### config.mk
export PLATFORM = sky130hd
export DESIGN_NAME = can_fault_conf
export DESIGN_NICKNAME = d
export VERILOG_FILES = /design/src/rtl/can_fc_pkg.sv /design/src/rtl/fc_err_ctr.sv /design/src/rtl/fc_recovery.sv /design/src/rtl/fc_state_fsm.sv /design/src/rtl/can_fault_conf.sv
export SDC_FILE = /design/constraint.sdc
export NUM_CORES = 1
export LEC_CHECK = 0
export BUFFER_PORTS_ARGS = -buffer_cell sky130_fd_sc_hd__buf_2
export CORE_ASPECT_RATIO = 1.1
export CORE_MARGIN = 8
export CORE_UTILIZATION = 58
export CTS_BUF_LIST = sky130_fd_sc_hd__clkbuf_4
export DETAILED_ROUTE_END_ITERATION = 12
export HOLD_SLACK_MARGIN = 0.15
export PLACE_DENSITY = 0.89
export SYNTH_ARGS = -nofsm -noshare
export SYNTH_HDL_FRONTEND = slang
export SYNTH_SLANG_ARGS = --single-unit
### constraint.sdc
create_clock -name clk -period 2.09 [get_ports clk]
set_input_delay 0.627 -clock clk [delete_from_list [all_inputs] [get_ports clk]]
set_output_delay 0.627 -clock clk [all_outputs]
set_load 0.05 [all_outputs]
### src/rtl/can_fc_pkg.sv
package can_fc_pkg;
    typedef enum logic [1:0] {
        ST_ACTIVE  = 2'b00,
        ST_PASSIVE = 2'b01,
        ST_BUSOFF  = 2'b10
    } fc_state_e;

    localparam int EV_RX_WARN = 0;
    localparam int EV_TX_WARN = 1;
    localparam int EV_RX_PASS = 2;
    localparam int EV_TX_PASS = 3;
    localparam int EV_BUSOFF  = 4;
    localparam int EV_NUM     = 5;
endpackage

### src/rtl/fc_err_ctr.sv
module fc_err_ctr #(
    parameter int CNT_W = 9,
    parameter int STEP  = 8
) (
    input  logic             clk,
    input  logic             rst_n,
    input  logic             hold,
    input  logic             clr,
    input  logic             err,
    input  logic             ok,
    output logic [CNT_W-1:0] cnt
);
    localparam logic [CNT_W:0] STEP_V = (CNT_W+1)'(STEP);

    logic [CNT_W:0]   sum;
    logic [CNT_W-1:0] sat_sum;

    always_comb begin
        sum     = {1'b0, cnt} + STEP_V;
        sat_sum = sum[CNT_W] ? '1 : sum[CNT_W-1:0];
    end

    always_ff @(posedge clk) begin
        if (!rst_n)                 cnt <= '0;
        else if (clr)               cnt <= '0;
        else if (hold)              cnt <= cnt;
        else if (err)               cnt <= sat_sum;
        else if (ok && cnt != '0)   cnt <= cnt - 1'b1;
    end

    // an error strobe adds the step (no saturation in normal use)
    a_r2_err_step: assert property (@(posedge clk) disable iff (!rst_n)
        (err && !hold && !clr && !sum[CNT_W]) |=> (cnt == $past(sum[CNT_W-1:0])));
    // counter never wraps below zero
    a_r3_floor: assert property (@(posedge clk) disable iff (!rst_n)
        (ok && !err && !hold && !clr && cnt == '0) |=> (cnt == '0));
    // frozen while held
    a_r6_hold: assert property (@(posedge clk) disable iff (!rst_n)
        (hold && !clr) |=> $stable(cnt));
endmodule

### src/rtl/fc_recovery.sv
module fc_recovery #(
    parameter int RUN_LEN   = 11,
    parameter int RUN_COUNT = 128
) (
    input  logic clk,
    input  logic rst_n,
    input  logic enable,
    input  logic bit_stb,
    input  logic bus_bit,
    output logic done
);
    localparam int RUN_W = $clog2(RUN_LEN);
    localparam int OCC_W = $clog2(RUN_COUNT);

    logic [RUN_W-1:0] run;
    logic [OCC_W-1:0] occ;
    logic             run_last;
    logic             occ_last;
    logic             rec_bit;

    always_comb begin
        run_last = (run == RUN_W'(RUN_LEN - 1));
        occ_last = (occ == OCC_W'(RUN_COUNT - 1));
        rec_bit  = enable && bit_stb && bus_bit;
        done     = rec_bit && run_last && occ_last;
    end

    always_ff @(posedge clk) begin
        if (!rst_n || !enable) begin
            run <= '0;
            occ <= '0;
        end else if (bit_stb) begin
            if (!bus_bit) begin
                run <= '0;
            end else if (run_last) begin
                run <= '0;
                occ <= occ + 1'b1;
            end else begin
                run <= run + 1'b1;
            end
        end
    end

    // a dominant bit restarts the run
    a_r7_dominant_restart: assert property (@(posedge clk) disable iff (!rst_n)
        (enable && bit_stb && !bus_bit) |=> (run == '0));
    // each completed run adds one occurrence
    a_r7_occ_step: assert property (@(posedge clk) disable iff (!rst_n)
        (rec_bit && run_last && !occ_last) |=> (occ == $past(occ) + 1'b1));
    // idle cycles leave the run alone
    a_r7_no_strobe: assert property (@(posedge clk) disable iff (!rst_n)
        (enable && !bit_stb && $past(enable)) |=> $stable(run));
endmodule

### src/rtl/fc_state_fsm.sv
module fc_state_fsm
    import can_fc_pkg::*;
#(
    parameter int CNT_W    = 9,
    parameter int PASS_LIM = 128,
    parameter int BOFF_LIM = 256
) (
    input  logic             clk,
    input  logic             rst_n,
    input  logic [CNT_W-1:0] tx_cnt,
    input  logic [CNT_W-1:0] rx_cnt,
    input  logic             rec_done,
    output fc_state_e        state,
    output logic             in_boff
);
    localparam logic [CNT_W-1:0] PASS_V = CNT_W'(PASS_LIM);
    localparam logic [CNT_W-1:0] BOFF_V = CNT_W'(BOFF_LIM);

    fc_state_e nxt;

    always_ff @(posedge clk) begin
        if (!rst_n) state <= ST_ACTIVE;
        else        state <= nxt;
    end

    always_comb begin
        nxt = state;
        unique case (state)
            ST_ACTIVE, ST_PASSIVE: begin
                if (tx_cnt >= BOFF_V)                          nxt = ST_BUSOFF;
                else if (tx_cnt >= PASS_V || rx_cnt >= PASS_V) nxt = ST_PASSIVE;
                else                                           nxt = ST_ACTIVE;
            end
            ST_BUSOFF: begin
                if (rec_done) nxt = ST_ACTIVE;
            end
            default: nxt = ST_ACTIVE;
        endcase
    end

    always_comb begin
        in_boff = (state == ST_BUSOFF);
    end

    // bus-off is entered only from a transmit count at or above the limit
    a_r5_boff_entry: assert property (@(posedge clk) disable iff (!rst_n)
        (state != ST_BUSOFF) ##1 (state == ST_BUSOFF) |-> ($past(tx_cnt) >= BOFF_V));
    // bus-off is left only on recovery completion
    a_r7_boff_exit: assert property (@(posedge clk) disable iff (!rst_n)
        (state == ST_BUSOFF && !rec_done) |=> (state == ST_BUSOFF));
    // passive only with a counter at or above the passive limit
    a_r4_passive_cause: assert property (@(posedge clk) disable iff (!rst_n)
        (state != ST_PASSIVE) ##1 (state == ST_PASSIVE) |->
        ($past(tx_cnt) >= PASS_V || $past(rx_cnt) >= PASS_V));
    // both counters low brings passive back to active
    a_r10_back_active: assert property (@(posedge clk) disable iff (!rst_n)
        (state == ST_PASSIVE && tx_cnt < PASS_V && rx_cnt < PASS_V) |=> (state == ST_ACTIVE));
endmodule

### src/rtl/can_fault_conf.sv
module can_fault_conf
    import can_fc_pkg::*;
#(
    parameter int CNT_W     = 9,
    parameter int TX_STEP   = 8,
    parameter int RX_STEP   = 1,
    parameter int WARN_LIM  = 96,
    parameter int PASS_LIM  = 128,
    parameter int BOFF_LIM  = 256,
    parameter int RUN_LEN   = 11,
    parameter int RUN_COUNT = 128
) (
    input  logic              clk,
    input  logic              rst_n,
    input  logic              tx_err,
    input  logic              rx_err,
    input  logic              tx_ok,
    input  logic              rx_ok,
    input  logic              bit_stb,
    input  logic              bus_bit,
    input  logic [4:0]        evt_en,
    output logic [CNT_W-1:0]  tx_cnt,
    output logic [CNT_W-1:0]  rx_cnt,
    output logic [1:0]        state,
    output logic              warn,
    output logic [4:0]        evt_pulse
);
    localparam logic [CNT_W-1:0] WARN_V = CNT_W'(WARN_LIM);
    localparam logic [CNT_W-1:0] PASS_V = CNT_W'(PASS_LIM);
    localparam logic [CNT_W-1:0] BOFF_V = CNT_W'(BOFF_LIM);

    fc_state_e          st;
    logic               in_boff;
    logic               rec_done;
    logic               hold;
    logic [EV_NUM-1:0]  lvl;
    logic [EV_NUM-1:0]  lvl_q;

    always_comb begin
        hold = in_boff || (tx_cnt >= BOFF_V);
    end

    fc_err_ctr #(.CNT_W(CNT_W), .STEP(TX_STEP)) u_tx_ctr (
        .clk(clk), .rst_n(rst_n), .hold(hold), .clr(rec_done),
        .err(tx_err), .ok(tx_ok), .cnt(tx_cnt)
    );

    fc_err_ctr #(.CNT_W(CNT_W), .STEP(RX_STEP)) u_rx_ctr (
        .clk(clk), .rst_n(rst_n), .hold(hold), .clr(rec_done),
        .err(rx_err), .ok(rx_ok), .cnt(rx_cnt)
    );

    fc_recovery #(.RUN_LEN(RUN_LEN), .RUN_COUNT(RUN_COUNT)) u_recovery (
        .clk(clk), .rst_n(rst_n), .enable(in_boff),
        .bit_stb(bit_stb), .bus_bit(bus_bit), .done(rec_done)
    );

    fc_state_fsm #(.CNT_W(CNT_W), .PASS_LIM(PASS_LIM), .BOFF_LIM(BOFF_LIM)) u_fsm (
        .clk(clk), .rst_n(rst_n), .tx_cnt(tx_cnt), .rx_cnt(rx_cnt),
        .rec_done(rec_done), .state(st), .in_boff(in_boff)
    );

    always_comb begin
        state               = st;
        warn                = (tx_cnt >= WARN_V) || (rx_cnt >= WARN_V);
        lvl[EV_RX_WARN]     = (rx_cnt >= WARN_V);
        lvl[EV_TX_WARN]     = (tx_cnt >= WARN_V);
        lvl[EV_RX_PASS]     = (rx_cnt >= PASS_V);
        lvl[EV_TX_PASS]     = (tx_cnt >= PASS_V);
        lvl[EV_BUSOFF]      = in_boff;
    end

    always_ff @(posedge clk) begin
        if (!rst_n) lvl_q <= '0;
        else        lvl_q <= lvl;
    end

    for (genvar i = 0; i < EV_NUM; i++) begin : g_evt
        always_comb evt_pulse[i] = lvl[i] && !lvl_q[i] && evt_en[i];

        // every event pulse lasts a single cycle
        a_r9_single_cycle: assert property (@(posedge clk) disable iff (!rst_n)
            evt_pulse[i] |=> !evt_pulse[i]);
    end

    // warning stays up while a counter sits at or above the warning limit
    a_r8_warn_hold: assert property (@(posedge clk) disable iff (!rst_n)
        (warn && !hold && !tx_ok && !rx_ok) |=> warn);
    // reset leaves the node active with empty counters
    a_r1_reset_state: assert property (@(posedge clk)
        !rst_n |=> (state == 2'b00 && tx_cnt == '0 && rx_cnt == '0));
endmodule

==> summary.txt <==
Outcome
  • Status: finished, violations left
  • Failing checks: negative setup slack

Route
  • Routed met3 length: 403 microns
  • Highest metal used: met4
  • Routed Antenna Nets: 0
  • Initial DRC Count: 206
  • DRT Wirelength: 5580 microns
  • Met1 wire length: 2240 microns
  • Pre-antenna DRT Iters: 4
  • Mean number of vias per cell: 5.95
  • DRC: 0
  • DR vias: 2149
  • Avg WL per Cell: 15.4 microns
  • Metal2 WL: ~2800 microns

Critical path
  • Worst Path Max Fanout: 8
  • Setup crit start kind: flop
  • Worst EP arrival: 2.36 ns
  • Critical path class: reg2reg
  • CP required: approximately 2.4 ns
  • CP Capture Type: flop

Clock network
  • CTS Root Cell: clkbuf_4
  • CTS tree: done
  • H-tree levels: 2
  • CTS hold repair buffers: 0
  • Clk slew on worst S/H paths: 0.11 ns
  • TritonCTS Buffers: 5
  • CTS max path bufs: 2
  • Sink Count: 36
  • Worst-Skew Late Latency: about 0.35 ns

Yosys
  • Post-synth EDFFs: 0
  • #FFs+latches synth: 36
  • Syn avg cell area: 8.21 sq um
  • Mapped Nets: 282
  • Syn Std Cell Area: about 2100 sq um
  • YS warnings: 0
  • Synth unique cells: 55
  • Post-Syn Instances: 260
  • Ys async rst share: 0
  • Post-synthesis sequential area ratio: 0.337
  • Main synth FF type: dfxtp_1

Global route
  • Total grt overflow: 0
  • Vias in the first global route: 1986
  • GRT Resource Usage Total: 0.185
  • Initial antenna violation count: 0
  • Largest net degree at the start of global routing: 19
  • First-pass GRT wire length: 8740 microns

Placement
  • Placed instance area: ~2500 sq um
  • Port buffer count: 38
  • DP Wirelength: around 3700 microns
  • Placer Congestion: ~0.87

Timing
  • RSZ-0062 raised after global routing: yes
  • Max Clk Rate: roughly 480 MHz
  • Part of the cycle the worst path needs: 1.00
  • Hold Worst Slack: 0.467 ns
  • Final min period: 2.10 ns
  • Final setup fails: 1
  • Rel. slew slack: 0.650
  • Final Worst Setup Slack: -0.00506 ns
  • Slew Viols, Final: 0
  • Layout Skew: 0.00826 ns
  • Worst slew pin tran: roughly 0.52 ns
  • Count of final hold-check violations: 0

Final layout
  • N_diodes: 0
  • Most frequent cells in the layout: buf_2, nor2_1, dfxtp_1, nand2_1, buf_4
  • Layout cells sized above 1: 0.328
  • Leading cell type in the layout, fill and taps excluded: buf_2
  • Final Cell Area: 2670 sq um
  • Synthesis-to-layout area growth: 24.8%
  • Total Nets Final: 332
  • Core Util, Final: 0.741

Floorplan
  • Die Area: 5880 sq um
  • Initial core utilization: 0.594
  • Width of the die: 73.9 microns
  • Core area: around 3600 sq um
  • DIE HEIGHT: 79.6 microns
  • Total I/O pin count: 39
  • Site row count: 23

Pwr
  • Cell Pwr Density: 914 nW/um^2
  • Tot Pwr: 0.00244 W
  • Leakage power: around 1.1 nW
  • Worst vdd ir: approximately 0.42 mV

Run
  • Max cap viols: 0

Worst hold path
  • Class of the worst hold path: reg2reg
-- where the power goes --
group / total [W] / switching, W / internal [W] / leakage [nW]
logic: 0.00114 / 0.000725 / 0.000412 / 0.796
registers: 0.000917 / 0.000131 / 0.000785 / 0.301
clock network: 0.000383 / 0.000241 / 0.000141 / 0.0293
-- registers in the layout (all words and copies together), names as in the netlist --
register	count
u_rx_ctr.cnt	9
u_tx_ctr.cnt	9
u_recovery.occ	7
lvl_q	5
u_recovery.run	4
u_fsm.state	2
-- what timing repair did --
item	CTS	global route
resized for setup	10	14
gates cloned	0	1
endpoints found under the setup margin	8	11
pin swaps	0	3
setup buffers	1	7
-- stage by stage --
| step | TNS (ns) | std cells | setup WS [ns] |
|---|---|---|---|
| floorplan | -0.0000968 | 260 | -0.0000968 |
| global placement | -0.0322 | 344 | -0.0322 |
| detailed placement | -0.106 | 344 | -0.0602 |
| CTS | 0 | 353 | 0.00715 |
| global route | -0.129 | 361 | -0.0614 |
| finish | -0.00506 | 361 | -0.00506 |
-- cells by family after synthesis --
logic type / synth area share
AO/OA/AOI/OAI: 0.192
flip-flops: 0.337
adder cells (fa/ha/maj): 0.0527
buffers and inverters: 0.0592
multiplexers: 0.0187
XOR/XNOR: 0.0492
AND/OR/NAND/NOR: 0.291
-- critical path, cell delays in order (launching register included) --
cell and delay, ns:
dfxtp_4 0.38, inv_1 0.10, ha_2 0.18, or4b_4 0.50, nor4_4 0.21, buf_4 0.18, a21oi_4 0.10, buf_4 0.17
o31ai_2 0.18
-- final cells by class --
type,instances,area (sq um)
inverter,15,56.3
clock buffer,6,45.0
timing repair buffer,57,355
fill,280,932
tap,50,62.6
sequential,36,757
clock inverter,2,11.3
multi-input combinational,195,1380
-- cells in the mapped netlist (3+ instances only) --
cell,n,area share
nor2_1,34,0.060
mux2i_1,4,0.019
nand4_1,5,0.015
a211oi_1,5,0.018
and3_1,3,0.0088
dfxtp_1,36,0.34
buf_2,5,0.012
a21oi_1,13,0.030
nand2b_1,4,0.012
nor3b_1,6,0.021
ha_1,9,0.053
xnor2_1,5,0.021
nand3_1,15,0.035
xor2_1,7,0.029
o21ai_0,9,0.021
nor3_1,3,0.0070
o31ai_1,3,0.011
nand2_1,20,0.035
and4_1,5,0.021
inv_1,15,0.026
nor4_1,4,0.012
clkbuf_1,9,0.016
-- final timing paths --
| path | cells past startpoint | slack [ns] | end | from |
|---|---|---|---|---|
| setup / recovery | 8 | -0.005 | u_rx_ctr.cnt[1] | u_rx_ctr.cnt[1] |
| hold / removal | 1 | 0.47 | u_fsm.state[0] | u_fsm.state[1] |
| setup reg to reg | 8 | -0.005 | u_rx_ctr.cnt[1] | u_rx_ctr.cnt[1] |
| hold reg to reg | 1 | 0.47 | u_fsm.state[0] | u_fsm.state[1] |
-- layer usage --
layer  up-vias  global-route usage
li1       1044                   -
met2        87               0.317
met4         0              0.0920
met5         -                   0
met3        15              0.0553
met1      1003               0.202
Power figures use the tool's default switching activity.
